<file path="config.mk">
export PLATFORM = sky130hd
export DESIGN_NAME = tmr_ckpt_ctrl
export DESIGN_NICKNAME = d
export VERILOG_FILES = /design/src/rtl/tmr_ckpt_pkg.sv /design/src/rtl/tmr_ckpt_cnt.sv /design/src/rtl/tmr_ckpt_vote.sv /design/src/rtl/tmr_ckpt_ctrl.sv
export SDC_FILE = /design/constraint.sdc
export NUM_CORES = 1
export LEC_CHECK = 0
export ABC_AREA = 1
export BUFFER_PORTS_ARGS = -buffer_cell sky130_fd_sc_hd__buf_2
export CAP_MARGIN = 30
export CORE_ASPECT_RATIO = 0.9
export CORE_MARGIN = 2
export CORE_UTILIZATION = 50
export CTS_CLUSTER_DIAMETER = 80
export DETAILED_ROUTE_END_ITERATION = 6
export PLACE_DENSITY = 0.74
export SETUP_SLACK_MARGIN = 0.1
export SLEW_MARGIN = 20
export SYNTH_ARGS = -nofsm -noshare
export SYNTH_HDL_FRONTEND = slang
export SYNTH_SLANG_ARGS = --single-unit
</file>
<file path="constraint.sdc">
create_clock -name clk_i -period 4.6 [get_ports clk_i]
set_input_delay 0.69 -clock clk_i [delete_from_list [all_inputs] [get_ports clk_i]]
set_output_delay 0.69 -clock clk_i [all_outputs]
set_load 0.03 [all_outputs]
</file>
<file path="src/rtl/tmr_ckpt_pkg.sv">
package tmr_ckpt_pkg;
  typedef enum logic {PH_RUN = 1'b0, PH_LOAD = 1'b1} phase_e;
endpackage

</file>
<file path="src/rtl/tmr_ckpt_cnt.sv">
module tmr_ckpt_cnt #(
  parameter int N = 4
) (
  input  logic clk_i,
  input  logic rst_ni,
  input  logic tick_i,
  input  logic run_i,
  input  logic clear_i,
  output logic en_o,
  output logic halted_o
);
  localparam int CW = (N > 2) ? $clog2(N) : 1;

  logic [CW-1:0] cnt_q;
  logic          halt_q;

  assign en_o     = run_i & ~halt_q;
  assign halted_o = halt_q;

  always_ff @(posedge clk_i or negedge rst_ni) begin
    if (!rst_ni) begin
      cnt_q  <= '0;
      halt_q <= 1'b0;
    end else if (clear_i) begin
      cnt_q  <= '0;
      halt_q <= 1'b0;
    end else if (en_o && tick_i) begin
      if (cnt_q == CW'(N - 1)) begin
        cnt_q  <= '0;
        halt_q <= 1'b1;
      end else begin
        cnt_q <= cnt_q + 1'b1;
      end
    end
  end
endmodule

</file>
<file path="src/rtl/tmr_ckpt_vote.sv">
module tmr_ckpt_vote #(
  parameter int W = 8
) (
  input  logic [3*W-1:0] state_i,
  input  logic [2:0]     incl_i,
  output logic [W-1:0]   vote_o,
  output logic           diff_o
);
  logic [W-1:0] src [3];
  logic [W-1:0] sub [3];
  logic [W-1:0] pick;
  logic [2:0]   ne;

  for (genvar g = 0; g < 3; g++) begin : g_src
    assign src[g] = state_i[g*W +: W];
  end

  always_comb begin
    if (incl_i[0])      pick = src[0];
    else if (incl_i[1]) pick = src[1];
    else                pick = src[2];
  end

  for (genvar g = 0; g < 3; g++) begin : g_sub
    assign sub[g] = incl_i[g] ? src[g] : pick;
    assign ne[g]  = incl_i[g] && (src[g] != vote_o);
  end

  assign vote_o = (sub[0] & sub[1]) | (sub[0] & sub[2]) | (sub[1] & sub[2]);
  assign diff_o = |ne;
endmodule

</file>
<file path="src/rtl/tmr_ckpt_ctrl.sv">
module tmr_ckpt_ctrl
  import tmr_ckpt_pkg::*;
#(
  parameter int W       = 8,
  parameter int N       = 4,
  parameter int TIMEOUT = 16
) (
  input  logic           clk_i,
  input  logic           rst_ni,
  input  logic [2:0]     tick_i,
  input  logic [3*W-1:0] state_i,
  output logic [2:0]     clk_en_o,
  output logic           load_o,
  output logic [W-1:0]   voted_o,
  output logic           mismatch_o,
  output logic [2:0]     failed_o
);
  localparam int TW = (TIMEOUT > 2) ? $clog2(TIMEOUT) : 1;

  phase_e        phase_q;
  logic [TW-1:0] tmo_q;
  logic [W-1:0]  voted_q;
  logic          mis_q;
  logic [2:0]    fail_q;
  logic [2:0]    halted, en;
  logic          run, clear, all_h, any_h, decide;
  logic [W-1:0]  vote_w;
  logic          diff_w;

  assign run   = (phase_q == PH_RUN);
  assign clear = (phase_q == PH_LOAD);

  for (genvar g = 0; g < 3; g++) begin : g_rep
    tmr_ckpt_cnt #(.N(N)) u_cnt (
      .clk_i    (clk_i),
      .rst_ni   (rst_ni),
      .tick_i   (tick_i[g]),
      .run_i    (run),
      .clear_i  (clear),
      .en_o     (en[g]),
      .halted_o (halted[g])
    );
  end

  tmr_ckpt_vote #(.W(W)) u_vote (
    .state_i (state_i),
    .incl_i  (halted),
    .vote_o  (vote_w),
    .diff_o  (diff_w)
  );

  assign all_h  = &halted;
  assign any_h  = |halted;
  // decide once all arrived, or when the straggler window has run out
  assign decide = run && (all_h || (any_h && tmo_q == TW'(TIMEOUT - 1)));

  always_ff @(posedge clk_i or negedge rst_ni) begin
    if (!rst_ni) begin
      phase_q <= PH_RUN;
      tmo_q   <= '0;
      voted_q <= '0;
      mis_q   <= 1'b0;
      fail_q  <= '0;
    end else if (run) begin
      if (decide) begin
        phase_q <= PH_LOAD;
        voted_q <= vote_w;
        mis_q   <= diff_w;
        fail_q  <= ~halted;
      end else if (any_h) begin
        tmo_q <= tmo_q + 1'b1;
      end
    end else begin
      phase_q <= PH_RUN;
      tmo_q   <= '0;
      mis_q   <= 1'b0;
      fail_q  <= '0;
    end
  end

  assign clk_en_o   = en;
  assign load_o     = clear;
  assign voted_o    = voted_q;
  assign mismatch_o = mis_q;
  assign failed_o   = fail_q;
endmodule

</file>
# Yosys cells after proc, flatten, opt, wreduce, memory -nomap -nowiden
# Cells that the tools add are included.
dict set report op_classes {
  n_addsub 4
  n_eq_ne 8
  muxes 32
  bitwise_logic 13
  reduce_logical 25
}
# cell n
set op_table {}
lappend op_table {{$mux 8} 5}
lappend op_table {{$and 8x8->8} 3}
lappend op_table {{$ne 8x8->1} 3}
lappend op_table {{$mux 2} 9}
lappend op_table {{$or 8x8->8} 2}
lappend op_table {{$reduce_bool 2->1} 8}
lappend op_table {{$mux 1} 13}
lappend op_table {{$mux 4} 3}
lappend op_table {{$reduce_and 2->1} 5}
lappend op_table {{$logic_and 1x1->1} 8}
lappend op_table {{$add 2x1->2 const B} 3}
lappend op_table {{$eq 2x2->1 const B} 3}
lappend op_table {{$mux 3} 2}
lappend op_table {{$reduce_or 3->1} 2}
lappend op_table {{$add 4x1->4 const B} 1}
lappend op_table {{$eq 4x4->1 const B} 1}
lappend op_table {{$not 1->1} 4}
lappend op_table {{$and 1x1->1} 3}
lappend op_table {{$not 3->3} 1}
lappend op_table {{$reduce_and 3->1} 1}
lappend op_table {{$ne 2x2->1 const B} 1}
lappend op_table {{$logic_or 1x1->1} 1}
dict set report word_totals {
  reg_bits 26
  input_bits 29
  out_inout_bits 16
  word_cells 93
}

# Logic depth before layout (Yosys ltp)
dict set report depth {
  depth_word 11
  mapped_depth 15
  ltp_nobuf 14
}

# Cells and area by module
# Synthesis repeated with hierarchy kept, for this count alone.
dict set report unflattened {
  hier_cells 346
  hier_area_um2 2244.7
}
# module n_inst cells_each area_each_um2 seq_area_each_um2
set by_module_without_submodules {}
lappend by_module_without_submodules {tmr_ckpt_vote 1 199 977.2 0.0}
lappend by_module_without_submodules {tmr_ckpt_ctrl 1 93 787.0 425.4}
lappend by_module_without_submodules {tmr_ckpt_cnt 3 18 160.2 75.1}

# Worst setup path after synthesis
# No wires, ideal clock.
dict set report synth_timing {
  kind {flip-flop to output port}
  from {register phase_q (netlist: load_o)}
  to {output clk_en_o[0]}
  arrival_time_ns 1.107
  required_time_ns 3.910
  path_slack_ns 2.803
  stages_incl_launch_ff 4
  path_buffers 2
  path_cell_list {dfrtp_1 > clkbuf_1 > nor2_1 > buf_4}
}
dict set report synth_via {
  elab_chain_cells 2
}
# item line_no
set synth_lines {}
lappend synth_lines {{start, declared} tmr_ckpt_ctrl.sv:20} ;# phase_e phase_q;
lappend synth_lines {{start signal, assigned} tmr_ckpt_ctrl.sv:59} ;# phase_q <= PH_RUN;
lappend synth_lines {{start signal, assigned} tmr_ckpt_ctrl.sv:66} ;# phase_q <= PH_LOAD;
lappend synth_lines {{start signal, assigned} tmr_ckpt_ctrl.sv:74} ;# phase_q <= PH_RUN;
lappend synth_lines {{$not 1->1 (no source line)} --}
lappend synth_lines {{$and 1x1->1} tmr_ckpt_cnt.sv:17} ;# assign en_o = run_i & ~halt_q;
lappend synth_lines {{end, declared} tmr_ckpt_ctrl.sv:12} ;# output logic [2:0] clk_en_o,
# No other way between the ends.

# Worst setup path in the final report
dict set report layout_timing {
  from {register g_rep[1].u_cnt.halt_q}
  to {register tmo_q[3]}
}
dict set report layout_via {
  elab_chain_cells 6
  elab_cells_between_ends 8
  classes_between {eq/ne: 1; reduce/logical: 7}
}
# item line_no
set layout_lines {}
lappend layout_lines {{start, declared} tmr_ckpt_cnt.sv:15} ;# logic halt_q;
lappend layout_lines {{start signal, assigned} tmr_ckpt_cnt.sv:23} ;# halt_q <= 1'b0;
lappend layout_lines {{start signal, assigned} tmr_ckpt_cnt.sv:26} ;# halt_q <= 1'b0;
lappend layout_lines {{start signal, assigned} tmr_ckpt_cnt.sv:30} ;# halt_q <= 1'b1;
lappend layout_lines {{$reduce_or 3->1} tmr_ckpt_ctrl.sv:53} ;# assign any_h = |halted;
lappend layout_lines {{$logic_and 1x1->1} tmr_ckpt_ctrl.sv:55} ;# assign decide = run && (all_h || (any_h && tmo_q == TW'(TIMEOUT - 1)));
lappend layout_lines {{$logic_or 1x1->1} tmr_ckpt_ctrl.sv:55}
lappend layout_lines {{$logic_and 1x1->1} tmr_ckpt_ctrl.sv:55}
lappend layout_lines {{$ne 2x2->1 (no source line)} --}
lappend layout_lines {{$reduce_and 2->1 (no source line) (*)} --}
lappend layout_lines {{end signal, assigned} tmr_ckpt_ctrl.sv:71} ;# tmo_q <= tmo_q + 1'b1;
lappend layout_lines {{end, declared} tmr_ckpt_ctrl.sv:21} ;# logic [TW-1:0] tmo_q;
# Every way passes the cells marked *; elsewhere a longest branch is shown, timed or not.
# A chain may end at the register's enable or synchronous reset.

==> impl_summary.log <==
[metrics] total routing usage reported by global routing: 20.7%
[metrics] quantity of I/O buffers inserted on ports: 44
[metrics] final hold violation count: 0
[metrics] r2r endpoint: tmo_q[3]$_DFFE_PN0P_
[metrics] CTS Root Cell: sky130_fd_sc_hd__clkbuf_8
[metrics] setup skew after layout: 0.00982 ns
[metrics] fmax: 420 MHz
[metrics] H-tree depth reported by CTS: 1
[metrics] termination of the worst setup path: tmo_q[3]$_DFFE_PN0P_
[metrics] number of hold buffers added after CTS: 0
[metrics] proportion of netlist area held by the largest area contributor: 32.1%
[metrics] final weighted congestion of routability-driven global placement: 0.844
[metrics] area grow syn2layout: 13.8%
[metrics] Max-Cap Viols: 0
[metrics] number of global-route vias before repair: 1785
[metrics] mean area per synthesized cell: 6.53 µm²
[metrics] leakage dissipation: 1.28 nW
[metrics] wire length of the first global-routing pass: 7830 µm
[metrics] wire length per cell: 11.4 µm
[metrics] nets@finish: 384
[metrics] violation count after the first detailed-route iteration: 113
[metrics] total of cells resized after clock tree synthesis: 0
[metrics] Combinational Power Share: 60.0%
[metrics] vertical die dimension: 64.4 µm
[metrics] total clock buffers created by CTS: 3
[metrics] power share of the clock group: 11.9%
[metrics] Detailed Place HPWL: 3580 µm
[metrics] Max rail drop VDD: 0.324 mV
[metrics] most used flip-flop cell after synthesis: sky130_fd_sc_hd__dfrtp_1
[metrics] shortest clock period the worst path allows after layout: 2.38 ns
[metrics] Core Region: 3810 µm²
[metrics] Synthesized Nets: 344
[metrics] number of top-level design ports: 45
[metrics] register clock-pin slew on the reported worst setup and hold paths: 0.10 ns
[metrics] Starting Density: 53.3%
[metrics] launch point of the worst reg-to-reg path: g_rep[1].u_cnt.halted_o$_DFFE_PN0P_
[metrics] area enclosed by the die boundary: 4590 µm²
[metrics] worst hold-check slack: 0.398 ns
[metrics] critical path launch point type: flip-flop
[metrics] # clock sinks: 26
[metrics] count of flip-flops with a built-in enable after synthesis: 0
[metrics] vias per inst: 5.15
[metrics] main area contributors after synthesis: sky130_fd_sc_hd__dfrtp_1 (32%), sky130_fd_sc_hd__nand2_1 (23%), sky130_fd_sc_hd__nand3_1 (9.4%), sky130_fd_sc_hd__nand3_2 (7.4%), sky130_fd_sc_hd__inv_1 (5.7%)
[metrics] Final setup viols: 0
[metrics] largest net degree at the start of global routing: 27
[metrics] Switch Pwr: 0.825 mW
[metrics] Max transition margin: 42.8%
[metrics] Synth area leader: sky130_fd_sc_hd__dfrtp_1
[metrics] post-route ant nets: 0
[metrics] fraction of power spent switching nets: 51.6%
[metrics] flip-flop and latch count after synthesis: 26
[metrics] Required @ worst endpoint: 4.77 ns
[metrics] origin of the worst setup path: g_rep[1].u_cnt.halted_o$_DFFE_PN0P_
[metrics] setup TNS: 0 ns
[metrics] internal power component: 0.774 mW
[metrics] transition time at the pin with the least slew margin: 0.858 ns
[metrics] Syn. warnings: 0
[metrics] setup repair after global routing missed its margin: no
[metrics] reg-to-reg slack, setup: 2.22 ns
[metrics] iteration count of the initial detailed-routing pass: 6
[metrics] number of distinct standard cells referenced by the synthesized netlist: 25
[metrics] status: finished, final reports clean
[metrics] CP Data Arrival Time: 2.55 ns
[metrics] wirelength, routed: 4530 µm
[metrics] initial antenna violation count: 0
[metrics] count of vias placed by the detailed router: 2040
[metrics] fraction of registers with async set or reset after synthesis: 100%
[metrics] drc violations: 0
[metrics] Chip Width: 71.2 µm
[metrics] dominant cell by count in the synthesized netlist: sky130_fd_sc_hd__nand2_1
[metrics] share of post-route cells with drive strength above 1: 19.7%
[metrics] clk_lat worst skew: 0.27 ns
[metrics] Setup Fix Bufs, Post-CTS: 0
[metrics] category of the worst setup path capture point: flip-flop
[metrics] synth cell count leaders: sky130_fd_sc_hd__nand2_1 (123), sky130_fd_sc_hd__nand3_1 (38), sky130_fd_sc_hd__inv_1 (31)
[metrics] total grt overflow: 0
[metrics] Cell Rows: 21
[metrics] maximum clock path buffer count: 2
[metrics] Seq/Total Area, Yosys: 32.1%
[metrics] Critical Path Fanout Max: 20
[metrics] critical setup path kind: reg -> reg
[metrics] PwrDens: 692 nW/µm²
[metrics] antenna cells: 0
[metrics] Sequential Power Share: 28.1%
[metrics] fill cell total of the finished layout: 380
[metrics] Tcrit/Tclk final: 51.8%
[metrics] CTS tree: yes
[metrics] Pins Over Slew Limit: 0
[metrics] Worst Reg2Reg Path Length in Cells: 9
[metrics] Hold Path Class: in -> async
[metrics] cell area after synthesis: 2030 µm²
[metrics] Post-Syn Instances: 311
[layout by cell type, fill, tap and decap left out, drive strengths merged, types with 2 or more instances in the layout]
cell,count
a21oi,5
a31oi,8
buf,44
clkbuf,3
dfrtp,26
ha,4
inv,34
nand2,124
nand3,53
nand3b,5
nand4,3
nor2,28
o2111ai,2
o21ai,7
[worst min-delay path by stage]
stage	to	slack, ns	cells after the start	start
floorplan	failed_o[0]$_DFFE_PN0P_	0.39	0	rst_ni
global placement	failed_o[0]$_DFFE_PN0P_	0.46	2	failed_o[0]$_DFFE_PN0P_
detailed placement	failed_o[0]$_DFFE_PN0P_	0.46	2	failed_o[0]$_DFFE_PN0P_
CTS	tmo_q[0]$_DFFE_PN0P_	0.42	1	rst_ni
global route	tmo_q[2]$_DFFE_PN0P_	0.45	1	rst_ni
finish	tmo_q[0]$_DFFE_PN0P_	0.40	1	rst_ni
[power groups by stage]
stage                     sequential [mW]  combinational [mW]  clock, mW
after global placement              0.451               0.941          0
final                               0.449               0.960      0.190
after CTS                           0.449               0.967      0.194
after detailed placement            0.453               0.963          0
after floorplan                     0.514               0.712          0
after global routing                0.467                1.10      0.200
[per-stage QoR]
step	cells	instance area (µm²)	total power, mW	worst slack [ns]	util (%)
floorplan	311	2030	1.23	2.80	-
global placement	392	2240	1.39	2.31	58.8
detailed placement	392	2240	1.42	2.20	58.8
CTS	396	2310	1.61	2.18	60.6
global route	396	2310	1.76	1.93	60.6
finish	396	2310	1.60	2.22	60.6
[layout make-up]
type | instances | area (µm²) | share of cell area [%]
Multi-Input combinational cell | 242 | 1180 | 51.1
Clock inverter | 1 | 30.0 | 1.30
Inverter | 34 | 130 | 5.63
Tap cell | 46 | 57.6 | 2.49
Sequential cell | 26 | 651 | 28.2
Clock buffer | 3 | 41.3 | 1.79
Timing Repair Buffer | 44 | 220 | 9.53
[sequential cells by signal, indices dropped and copies added, names as in the netlist]
name / cells
voted_o: 8
g_rep.u_cnt.cnt_q: 6
tmo_q: 4
failed_o: 3
g_rep.u_cnt.halted_o: 3
load_o: 1
mismatch_o: 1
[worst max-delay path: stages, from the launching register on]
cell,delay (ns)
sky130_fd_sc_hd__dfrtp_1,0.61
sky130_fd_sc_hd__nand2_2,0.15
sky130_fd_sc_hd__inv_4,0.21
sky130_fd_sc_hd__nand2_1,0.12
sky130_fd_sc_hd__a21oi_2,0.69
sky130_fd_sc_hd__nor2_2,0.14
sky130_fd_sc_hd__inv_1,0.12
sky130_fd_sc_hd__nor2_1,0.05
sky130_fd_sc_hd__o21ai_0,0.13
sky130_fd_sc_hd__a21oi_1,0.06
[layer usage]
layer | vias to the layer above | wire length, µm | global-route usage (%)
li1 | 1090 | - | -
met1 | 895 | 2320 | 29.8
met2 | 51 | 2020 | 34.3
met3 | 4 | 176 | 3.27
met4 | 0 | 18 | 1.65
met5 | - | 0 | 0
[kinds of logic after synthesis]
logic type / Yosys count / synth area share, %
and+or+nand+nor: 213 / 47.9
buffers and inverters: 43 / 9.80
adders and majority gates: 4 / 2.47
DFF: 26 / 32.1
AOI/OAI and AO/OA: 25 / 7.77
No activity file was read; power rests on OpenSTA's default activity.
